<file path="src/rtl/lbc_pkg.sv">
package lbc_pkg;
  localparam int ROWS       = 4;
  localparam int ROW_W      = $clog2(ROWS);
  localparam int LINE_BYTES = 16;
  localparam int CNT_W      = $clog2(LINE_BYTES + 1);

  typedef struct packed {
    logic             wrEn;
    logic             wrMerge;
    logic [ROW_W-1:0] wrIdx;
    logic             clrEn;
    logic [ROW_W-1:0] clrIdx;
  } lbc_strobe_t;

  function automatic logic [CNT_W-1:0] popCount(input logic [LINE_BYTES-1:0] bits);
    logic [CNT_W-1:0] acc;
    acc = '0;
    for (int b = 0; b < LINE_BYTES; b++) acc = acc + CNT_W'(bits[b]);
    return acc;
  endfunction
endpackage

</file>
<file path="src/rtl/lbc_rows.sv">
module lbc_rows
  import lbc_pkg::*;
#(
  parameter int ADDR_W = 28
) (
  input  logic                  clk,
  input  logic                  rst_n,
  input  lbc_strobe_t           strobe,
  input  logic [ADDR_W-1:0]     reqLine,
  input  logic [LINE_BYTES-1:0] reqMask,
  output logic [ROWS-1:0]       matchVec,
  output logic [ROWS-1:0]       freeVec,
  output logic [ROW_W-1:0]      selIdx,
  output logic                  selValid,
  output logic [ADDR_W-1:0]     dispLine,
  output logic [LINE_BYTES-1:0] dispMask,
  output logic                  dispFull
);
  logic [ROWS-1:0]       rowValid;
  logic [ADDR_W-1:0]     rowLine [ROWS];
  logic [LINE_BYTES-1:0] rowMask [ROWS];
  logic [CNT_W-1:0]      rowCnt  [ROWS];

  for (genvar g = 0; g < ROWS; g++) begin : gRow
    assign rowCnt[g]   = popCount(rowMask[g]);
    assign matchVec[g] = rowValid[g] && (rowLine[g] == reqLine);
    assign freeVec[g]  = !rowValid[g];

    always_ff @(posedge clk) begin
      if (!rst_n) begin
        rowValid[g] <= 1'b0;
        rowLine[g]  <= '0;
        rowMask[g]  <= '0;
      end else if (strobe.wrEn && strobe.wrIdx == ROW_W'(g)) begin
        rowValid[g] <= 1'b1;
        if (strobe.wrMerge) begin
          rowMask[g] <= rowMask[g] | reqMask;
        end else begin
          rowLine[g] <= reqLine;
          rowMask[g] <= reqMask;
        end
      end else if (strobe.clrEn && strobe.clrIdx == ROW_W'(g)) begin
        rowValid[g] <= 1'b0;
      end
    end
  end

  // strict greater-than keeps the lowest index on a tie
  always_comb begin
    logic [CNT_W-1:0] bestCnt;
    bestCnt  = '0;
    selIdx   = '0;
    selValid = 1'b0;
    for (int i = 0; i < ROWS; i++) begin
      if (rowValid[i] && (!selValid || rowCnt[i] > bestCnt)) begin
        selValid = 1'b1;
        selIdx   = ROW_W'(i);
        bestCnt  = rowCnt[i];
      end
    end
  end

  assign dispLine = rowLine[selIdx];
  assign dispMask = rowMask[selIdx];
  assign dispFull = selValid && (rowMask[selIdx] == {LINE_BYTES{1'b1}});

  logic dupLine;
  always_comb begin
    dupLine = 1'b0;
    for (int i = 0; i < ROWS; i++)
      for (int j = i + 1; j < ROWS; j++)
        if (rowValid[i] && rowValid[j] && rowLine[i] == rowLine[j]) dupLine = 1'b1;
  end

  p_unique_line_r2: assert property (@(posedge clk) disable iff (!rst_n) !dupLine);

  p_merge_keeps_bytes_r2: assert property (@(posedge clk) disable iff (!rst_n)
    (strobe.wrEn && strobe.wrMerge) |=>
      ((rowMask[$past(strobe.wrIdx)] & $past(reqMask)) == $past(reqMask)));

  p_freed_row_r8: assert property (@(posedge clk) disable iff (!rst_n)
    strobe.clrEn |=> !rowValid[$past(strobe.clrIdx)]);
endmodule

</file>
<file path="src/rtl/lbc_ctrl.sv">
module lbc_ctrl
  import lbc_pkg::*;
(
  input  logic             clk,
  input  logic             rst_n,
  input  logic             reqValid,
  output logic             reqReady,
  input  logic             dispReady,
  output logic             dispValid,
  input  logic [ROWS-1:0]  matchVec,
  input  logic [ROWS-1:0]  freeVec,
  input  logic [ROW_W-1:0] selIdx,
  input  logic             selValid,
  output lbc_strobe_t      strobe
);
  logic            departing;
  logic [ROWS-1:0] matchLive;
  logic            hasMatch, hasFree;
  logic [ROW_W-1:0] matchIdx, freeIdx;

  assign departing = selValid && dispReady;

  always_comb begin
    matchLive = matchVec;
    if (departing) matchLive[selIdx] = 1'b0;
  end

  always_comb begin
    hasMatch = 1'b0;
    matchIdx = '0;
    hasFree  = 1'b0;
    freeIdx  = '0;
    for (int i = 0; i < ROWS; i++) begin
      if (matchLive[i] && !hasMatch) begin
        hasMatch = 1'b1;
        matchIdx = ROW_W'(i);
      end
      if (freeVec[i] && !hasFree) begin
        hasFree = 1'b1;
        freeIdx = ROW_W'(i);
      end
    end
  end

  assign reqReady  = hasMatch || hasFree;
  assign dispValid = selValid;

  always_comb begin
    strobe.wrEn    = reqValid && reqReady;
    strobe.wrMerge = hasMatch;
    strobe.wrIdx   = hasMatch ? matchIdx : freeIdx;
    strobe.clrEn   = departing;
    strobe.clrIdx  = selIdx;
  end

  p_hold_offer_r8: assert property (@(posedge clk) disable iff (!rst_n)
    (dispValid && !dispReady) |=> dispValid);

  p_stall_only_full_r7: assert property (@(posedge clk) disable iff (!rst_n)
    (reqValid && !reqReady) |-> (freeVec == '0));

  p_no_merge_departing_r9: assert property (@(posedge clk) disable iff (!rst_n)
    (strobe.wrEn && strobe.clrEn) |-> (strobe.wrIdx != strobe.clrIdx));
endmodule

</file>
<file path="src/rtl/load_coalescer.sv">
module load_coalescer
  import lbc_pkg::*;
#(
  parameter int ADDR_W = 28
) (
  input  logic                  clk,
  input  logic                  rst_n,
  input  logic                  reqValid,
  output logic                  reqReady,
  input  logic [ADDR_W-1:0]     reqLine,
  input  logic [LINE_BYTES-1:0] reqMask,
  output logic                  dispValid,
  input  logic                  dispReady,
  output logic [ADDR_W-1:0]     dispLine,
  output logic [LINE_BYTES-1:0] dispMask,
  output logic                  dispFull
);
  lbc_strobe_t      strobe;
  logic [ROWS-1:0]  matchVec, freeVec;
  logic [ROW_W-1:0] selIdx;
  logic             selValid;

  lbc_ctrl u_ctrl (
    .clk(clk), .rst_n(rst_n),
    .reqValid(reqValid), .reqReady(reqReady),
    .dispReady(dispReady), .dispValid(dispValid),
    .matchVec(matchVec), .freeVec(freeVec),
    .selIdx(selIdx), .selValid(selValid),
    .strobe(strobe)
  );

  lbc_rows #(.ADDR_W(ADDR_W)) u_rows (
    .clk(clk), .rst_n(rst_n), .strobe(strobe),
    .reqLine(reqLine), .reqMask(reqMask),
    .matchVec(matchVec), .freeVec(freeVec),
    .selIdx(selIdx), .selValid(selValid),
    .dispLine(dispLine), .dispMask(dispMask), .dispFull(dispFull)
  );
endmodule

</file>
<file path="config.mk">
export PLATFORM = sky130hd
export DESIGN_NAME = load_coalescer
export DESIGN_NICKNAME = d
export VERILOG_FILES = /design/src/rtl/lbc_pkg.sv /design/src/rtl/lbc_rows.sv /design/src/rtl/lbc_ctrl.sv /design/src/rtl/load_coalescer.sv
export SDC_FILE = /design/constraint.sdc
export NUM_CORES = 1
export LEC_CHECK = 0
export CAP_MARGIN = 15
export CORE_AREA = 2 2 142 144
export DETAILED_ROUTE_END_ITERATION = 8
export DIE_AREA = 0 0 144 146
export PLACE_DENSITY_LB_ADDON = 0.12
export SLEW_MARGIN = 30
export SYNTH_ARGS = -nofsm -noshare
export SYNTH_HDL_FRONTEND = slang
export SYNTH_SLANG_ARGS = --single-unit
</file>
<file path="constraint.sdc">
create_clock -name clk -period 17.27 [get_ports clk]
set_clock_uncertainty 0.2 [all_clocks]
set_input_delay 2.5905 -clock clk [delete_from_list [all_inputs] [get_ports clk]]
set_output_delay 2.5905 -clock clk [all_outputs]
set_load 0.1 [all_outputs]
</file>
# After elaboration in Yosys (flattened, before gate mapping)
# Memories as Yosys holds them, arrays and structs flattened.
# Index checks and enable logic that the tools add are counted.
[totals]
reg_bits = 4
ramBits = 176
out_inout_bits = 47
elab_cells = 221
n_memories = 2
[classes]
n_addsub = 60
n_lt_le_gt_ge = 5
n_eq_ne = 11
mux = 75
bitwise_logic = 18
reduce_logical = 46
[mem_list]
columns = ["name", "depth", "word_bits", "rd", "rd_clocked_by_memory_dff", "write_ports", "line", "text"]
rows = [
  ["u_rows.rowLine", 4, 28, 5, 0, 4, "lbc_rows.sv:20", "logic [ADDR_W-1:0] rowLine [ROWS];"],
  ["u_rows.rowMask", 4, 16, 5, 0, 4, "lbc_rows.sv:21", "logic [LINE_BYTES-1:0] rowMask [ROWS];"],
]
[op_table]
columns = ["operator", "n"]
rows = [
  ["5-bit by 1-bit adder with 5-bit output", 56],
  ["16-bit 2-to-1 mux", 8],
  ["28-bit equality test", 4],
  ["28-bit 2-to-1 mux", 4],
  ["16-bit bitwise OR", 4],
  ["1-bit 2-to-1 mux", 51],
  ["1-bit logical AND", 25],
  ["16-bit equality test, second input constant", 1],
  ["5-bit greater-than comparator", 3],
  ["5-bit 2-to-1 mux", 3],
  ["2-bit 2-to-1 mux", 7],
  ["1-bit bitwise OR", 12],
  ["1-bit zero test", 11],
  ["1-bit by 1-bit adder with 2-bit output", 4],
  ["2-bit equality test, second input constant", 4],
  ["2-bit nonzero test", 4],
  ["4-bit bitwise AND", 1],
  ["2-bit by 1-bit equality test with 1-bit output, second input constant", 2],
  ["2-bit zero test", 2],
  ["1-bit logical OR", 4],
  ["4-bit 2-to-1 mux", 1],
  ["4-bit NOT", 1],
  ["2-bit by 3-bit less-than comparator with 1-bit output, second input constant", 1],
  ["1-bit demux with 2-bit select", 1],
  ["2-bit by 1-bit >= comparator with 1-bit output, second input constant", 1],
]

# Longest topological paths before layout
# Gate-level depths: netlist (run 1).
# An unclocked memory read counts as a cell.
[logic_depth]
word_depth = 54
ltp_mapped = 43
mapped_depth_nobuf = 35

# Cells and area by module
# From an unflattened synthesis (run 1), not the netlist that was laid out.
[hier_totals]
hier_cells = 1209
hier_area_um2 = 12026.5
[by_module_without_submodules]
columns = ["module", "instances", "cells_per_inst", "area_per_inst_um2"]
rows = [
  ["lbc_rows", 1, 1178, 11826.3],
  ["lbc_ctrl", 1, 31, 200.2],
]

# Worst setup path before layout (run 1)
# No wires, ideal clock.
[synth_timing]
kind = "flip-flop to output port"
start = "memory u_rows.rowMask[0][0]"
end = "output dispFull"
t_arrival_ps = 11626
required_time_ps = 14479
path_slack_ps = 2853
path_stages_with_launch = 35
path_buffers = 6
path_cell_list = "edfxtp_1 > ha_1 > inv_1 > fa_1 > fa_1 > fa_1 > fa_1 > fa_1 > fa_1 > nor2b_1 > o211ai_1 > ha_1 > nand3_1 > a21oi_1 > o21a_1 > clkbuf_1 > buf_1 > buf_1 > nor2_1 > a21oi_1 > ha_1 > a2bb2oi_1 > o211a_2 > a21o_1 > buf_1 > clkbuf_1 > mux2_2 > ha_1 > nand2b_1 > a21oi_1 > o31ai_2 > clkbuf_1 > o21ai_0 > and4_1 > and3_1"
[synth_rtl]
columns = ["element", "line", "text"]
rows = [
  ["start, declared", "lbc_rows.sv:21", ""],
  ["end, declared", "load_coalescer.sv:16", "output logic dispFull"],
]

==> results of run 1 <==
## power by group through the flow
stage	Clock, mW	Combinational (mW)	Sequential (mW)
after floorplan	0	0.512	0.532
final	0.400	0.698	0.530
after global routing	0.418	0.760	0.533
after detailed placement	0	0.685	0.539
after global placement	0	0.666	0.537
after CTS	0.401	0.692	0.529
## area by class of cell
type / count / area [um^2]
sequential: 180 / 5370
timing repair buffer: 113 / 1100
tap: 265 / 332
multi-input combinational: 826 / 5870
clock buffer: 17 / 425
clock inverter: 14 / 165
inverter: 107 / 402
fill: 1475 / 5680
## kinds of logic (layout without fill, tap and decap cells)
kind of cell | count (synthesis) | in the layout | synth area share [%]
DFF | 180 | 180 | 45.0
xor gates and xnor gates | 120 | 120 | 8.82
and+or+nand+nor | 390 | 390 | 16.9
adders and majority gates | 75 | 75 | 10.4
AOI/OAI and AO/OA | 236 | 236 | 12.3
buffers and inverters | 190 | 251 | 6.18
muxes | 5 | 5 | 0.430
## layer usage
| layer | track usage (%) | vias up |
|---|---|---|
| li1 | - | 4229 |
| met1 | 49.5 | 4495 |
| met2 | 46.3 | 543 |
| met3 | 8.00 | 61 |
| met4 | 9.07 | 0 |
| met5 | 0 | - |
## cells in the final DEF, fill, tap and decap left out, types with 30 or more instances in the layout
| cell type | count |
|---|---|
| nor2_1 | 75 |
| edfxtp_1 | 176 |
| inv_1 | 107 |
| xnor2_1 | 50 |
| nand3_1 | 30 |
| fa_1 | 40 |
| and2_1 | 86 |
| a21oi_1 | 133 |
| and3_1 | 30 |
| clkdlybuf4s50_1 | 94 |
| xor2_1 | 70 |
| nand2_1 | 101 |
| ha_1 | 35 |
## per-stage QoR
step                      setup slack (ps)  cell area [um^2]  hold slack [ps]
after floorplan                       2850             11900              350
after global placement                3560             13000              374
after detailed placement              3330             13100              381
after CTS                             2820             13700              400
after global routing                  2130             13700              414
final                                 2680             13700              401
## state kept, by name, summed over array words and instances, names as in the netlist
name	cells
u_rows.rowMask	64
u_rows.rowLine	112
u_rows.rowValid	4
## critical path, delay by kind of cell (launching register included)
family | cells | cell delay [ps]
adder cells (fa/ha/maj) | 10 | 4100
buffers and inverters | 5 | 2880
AO/OA/AOI/OAI | 9 | 2670
AND/OR/NAND/NOR | 8 | 1190
flip-flops | 1 | 430
## worst paths after layout
path / to / from / slack [ps] / cells past startpoint
setup / recovery: reqReady / u_rows.rowMask[0][0] / 2680 / 32
hold / removal: u_rows.rowMask[3][9] / u_rows.rowMask[3][9] / 400 / 2
setup reg to reg: u_rows.rowLine[3][11] / u_rows.rowMask[0][0] / 6160 / 34
hold reg to reg: u_rows.rowMask[3][9] / u_rows.rowMask[3][9] / 400 / 2
==> flow_summary.yaml, run 1 <==
critical_path:
  cp-end-kind: "output port"
  crit_arrival_ps: 11800
  crit_path_max_incr_delay_ps: 1130
  start_kind: "flip-flop"
  crit_top_cell: "fa_1"
  cpMaxStageDelayCell: "clkdlybuf4s50_1"
  cp.required_ps: 14480
  crit_type: "flip-flop to output port"
  cp_max_fo: 68
logic_synthesis:
  async_flop_share_pct: 0
  yosysWarnings: 0
  yosys-top-cells-count: "edfxtp_1 (176), a21oi_1 (133), inv_1 (107)"
  synth_seq_cells: 180
  synth_cells: 1196
  ys_types: 65
  synth_edf_count: 176
  yosysTopAreaCellShare_pct: 44.3
  yosysMostFrequentCell: "edfxtp_1"
  ys_seq_area_share_pct: 45.0
  syn_avg_cell_area_um2: 9.96
  synth_top_area_cell: "edfxtp_1"
  synth_area_leaders: "edfxtp_1 (44%), fa_1 (6.7%), a21oi_1 (5.6%)"
  synth-main-ff-cell: "edfxtp_1"
  synth_nets: 1319
  syn_area_um2: 11900
drt:
  wl_met3_mm: 3.56
  highest_layer: "met4"
  vias: 9328
  drtIter0Drc: 1147
  post_drt_wl_per_cell_um: 21.8
  ant_nets: 0
  route.layer.met1.wl_mm: 14.3
  dr.pass1.iters: 5
  wirelength_mm: 33.1
  drc: 0
  wl_met2_mm: 14.6
  vias_per_cell: 6.13
die:
  die-width_um: 144
  die_area_um2: 21000
  rows: 51
  ioPinCount: 95
  die_h_um: 146
  initial_core_util_pct: 61.6
  coreArea_um2: 19300
timing:
  final-setup-viol-count: 0
  hold_violations: 0
  clock.fmax_mhz: 68.6
  maxSlewHeadroom_pct: 32.5
  setup_tns_ps: 0
  tightest_slew_ps: 1010
  post-route-min-period_ps: 14590
  report.final.slew_viol_count: 0
  period_share_pct: 84.5
  rsz0062_at_grt: "false"
pwr:
  seqPwrFrac_pct: 32.6
  p_leak_nw: 5.48
  clockPowerShare_pct: 24.6
  pwr-share-comb_pct: 42.9
  ir_worst_vdd_v: 0.0000722
  cellInternalPower_uw: 962
  switching_share_pct: 41.0
  power_density_nw_per_um2: 119
  total_power_mw: 1.63
  power_switching_uw: 667
clock_network:
  h-tree-depth: 4
  cts.sinks: 180
  cts_hold_buf: 0
  cts_tree: "done"
  clkSlewWorstSetupHoldPaths_ps: 70
  post_cts_buffers: 0
  clk_path_buf_depth: 2
  cts_resized: 0
  clk_latency_ps: 440
  numCtsBuffers: 17
  root_buffer: "clkbuf_16"
run:
  maxCapViolCount: 0
grt:
  track_usage_pct: 32.4
  grt_max_degree: 69
  grt_pass1_wl_mm: 51.2
  gr-total-overflow: 0
  grt_pass1_vias: 9041
  antenna_found_initial: 0
layout:
  drive_gt1_share_pct: 5.89
  antennaDiodeCount: 0
  stdcell_count: 1522
  utilization_pct: 70.6
  nets: 1368
  syn_to_final_growth_pct: 14.6
place:
  gp_congestion: 0.917
  dp_hpwl_mm: 23.5
  place_inst: 1491
  port_buffers: 94
status:
  outcome: "finished clean"
hold_path:
  hold_class: "flip-flop to flip-flop"
(Power assumes the default switching activity.)
==> run 2, diff against run 1 <==
Settings changed: CORE_AREA 2 2 142 144 to 2 2 152 154, DIE_AREA 0 0 144 146 to 0 0 154 156.
Clock period 17.27 ns to 12.24 ns, I/O delays scaled along.
==> run 2 against run 1 <==
Effect of this change:
- sequential cell count unchanged
- count of clock-buffer cells in the layout unchanged
- cell area rose by 3.8%
- clock power rose by 39%
- largest power group unchanged
- wire length grew 4.5%
- global-route usage shrank 3.1 points
- largest cell class unchanged
- worst setup slack worse by 2200 ps
- first-iteration DRC count is 13% lower
==> flow_summary.yaml, run 2 (synthesized netlist as in run 1, its figures left out) <==
status:
  outcome: "finished clean"
critical_path:
  reg2reg_depth: 34
  cp_max_fo: 24
  r2r_slack_ps: 1940
  crit_arrival_ps: 9720
  r2r_start: "u_rows.rowMask[0][0]"
  cp.required_ps: 10200
  crit_path_max_incr_delay_ps: 590
  cp-end-kind: "output port"
  worst-path-buf-inv: 3
  start_kind: "flip-flop"
  r2r-end: "u_rows.rowLine[2][22]"
  crit_top_cell: "fa_1"
  crit_type: "flip-flop to output port"
  crit_family: "adder cells"
  cpMaxStageDelayCell: "a21oi_4"
timing:
  maxSlewHeadroom_pct: 35.3
  report.final.slew_viol_count: 0
  period_share_pct: 96.1
  clock.fmax_mhz: 85.1
  hold_violations: 0
  post-route-min-period_ps: 11760
  layout_setup_ws_ps: 482
  tightest_slew_ps: 968
  rsz0062_at_grt: "false"
  final-setup-viol-count: 0
  setup_tns_ps: 0
pwr:
  pwr-share-comb_pct: 45.4
  power_switching_mw: 1.00
  total_power_mw: 2.39
  power_density_nw_per_um2: 169
  clockPowerShare_pct: 23.3
  p_leak_nw: 5.73
  ir_worst_vdd_v: 0.000105
  cellInternalPower_mw: 1.39
  seqPwrFrac_pct: 31.3
  switching_share_pct: 42.0
die:
  die-width_um: 154
  ioPinCount: 95
  die_area_um2: 24000
  rows: 55
  die_h_um: 156
  initial_core_util_pct: 53.3
  coreArea_um2: 22400
clock_network:
  numCtsBuffers: 17
  cts_tree: "done"
  clk_latency_ps: 440
  root_buffer: "clkbuf_16"
  clk_path_buf_depth: 2
  cts.sinks: 180
  post_cts_buffers: 0
  clkSlewWorstSetupHoldPaths_ps: 80
  h-tree-depth: 4
  cts_hold_buf: 0
grt:
  grt_pass1_vias: 9062
  gr-total-overflow: 0
  grt_max_degree: 68
  track_usage_pct: 29.3
  grt_pass1_wl_mm: 53.0
  antenna_found_initial: 0
layout:
  utilization_pct: 63.4
  final_cell_mix: "edfxtp_1 (176), a21oi_1 (131), inv_1 (107)"
  post-route-cell-area_um2: 14200
  antennaDiodeCount: 0
  syn_to_final_growth_pct: 19.0
  reg_top3: "u_rows.rowLine x112, u_rows.rowMask x64, u_rows.rowValid x4"
  drive_gt1_share_pct: 10.2
  largest_register_ffs: 112
  top_register: "u_rows.rowLine"
  final_common_cell: "edfxtp_1"
  nets: 1370
place:
  dpl-instance-area_um2: 13500
  dpl_worst_slack_ps: 406
  port_buffers: 94
  gp_congestion: 0.965
  dp_hpwl_mm: 24.3
drt:
  vias: 9367
  wirelength_mm: 34.6
  drc: 0
  ant_nets: 0
  drtIter0Drc: 1000
  dr.pass1.iters: 5
  vias_per_cell: 6.06
  post_drt_wl_per_cell_um: 22.4
hold_path:
  hold_class: "flip-flop to flip-flop"
  worstHoldEndpoint: "u_rows.rowMask[3][6]"
  min_from: "u_rows.rowMask[3][6]"
  whs_path_depth: 2
run:
  maxCapViolCount: 0
-- run 2: changes by cell type in the layout (fill, tap and decap cells not counted), sizes merged --
cell,before,now
buf,19,66
clkdlybuf4s50,94,48
o21a,6,7
inv,114,113
clkinv,2,8
clkinvlp,3,1
bufinv,2,0
-- run 2: area by class of cell --
type	instances	area, um^2
tap	285	357
inverter	107	402
timing repair buffer	114	1520
sequential	180	5370
clock buffer	17	425
multi-input combinational	827	5940
fill	1779	8190
clock inverter	15	170
-- run 2: layer usage --
layer | wire (um) | up-vias | global-route usage [%]
met5 | 0 | - | 0
met4 | 727 | 0 | 8.90
met3 | 3320 | 63 | 6.44
met2 | 14900 | 481 | 41.9
met1 | 15700 | 4582 | 44.6
li1 | - | 4241 | -
-- run 2: timing repair --
action / CTS / global route
setup endpoints to repair: 1 / 16
pin swaps: 0 / 1
resized for setup: 1 / 8
cloned: 0 / 1
-- run 2: power by group through the flow --
stage	Combinational, mW	Sequential (mW)	Clock (mW)
after floorplan	0.725	0.751	0
after global routing	1.17	0.753	0.581
final	1.09	0.749	0.556
after global placement	1.03	0.759	0
after detailed placement	1.05	0.761	0
after CTS	1.05	0.747	0.556
-- run 2: how the worst max path moves through the flow --
| stage | cells past startpoint | startpoint | slack, ps | to |
|---|---|---|---|---|
| detailed placement | 31 | u_rows.rowMask[0][0] | 410 | dispFull |
| global placement | 31 | u_rows.rowMask[0][0] | 680 | dispFull |
| global route | 32 | u_rows.rowMask[0][0] | 30 | dispFull |
| floorplan | 34 | u_rows.rowMask[0][0] | -620 | dispLine[15] |
| CTS | 31 | u_rows.rowMask[0][0] | 150 | dispFull |
| finish | 32 | u_rows.rowMask[0][0] | 480 | dispFull |
-- run 2: worst min-delay path: stages, from the launching register on --
cell      delay, ps
edfxtp_1        350
a21oi_1          60
nor2_1           80
-- run 2: metrics by stage --
step,cells,hold slack [ps]
3_5_place_dp,1512,379
5_1_grt,1545,441
4_1_cts,1544,398
3_3_place_gp,1509,374
6_report,1545,406
2_1_floorplan,1196,350
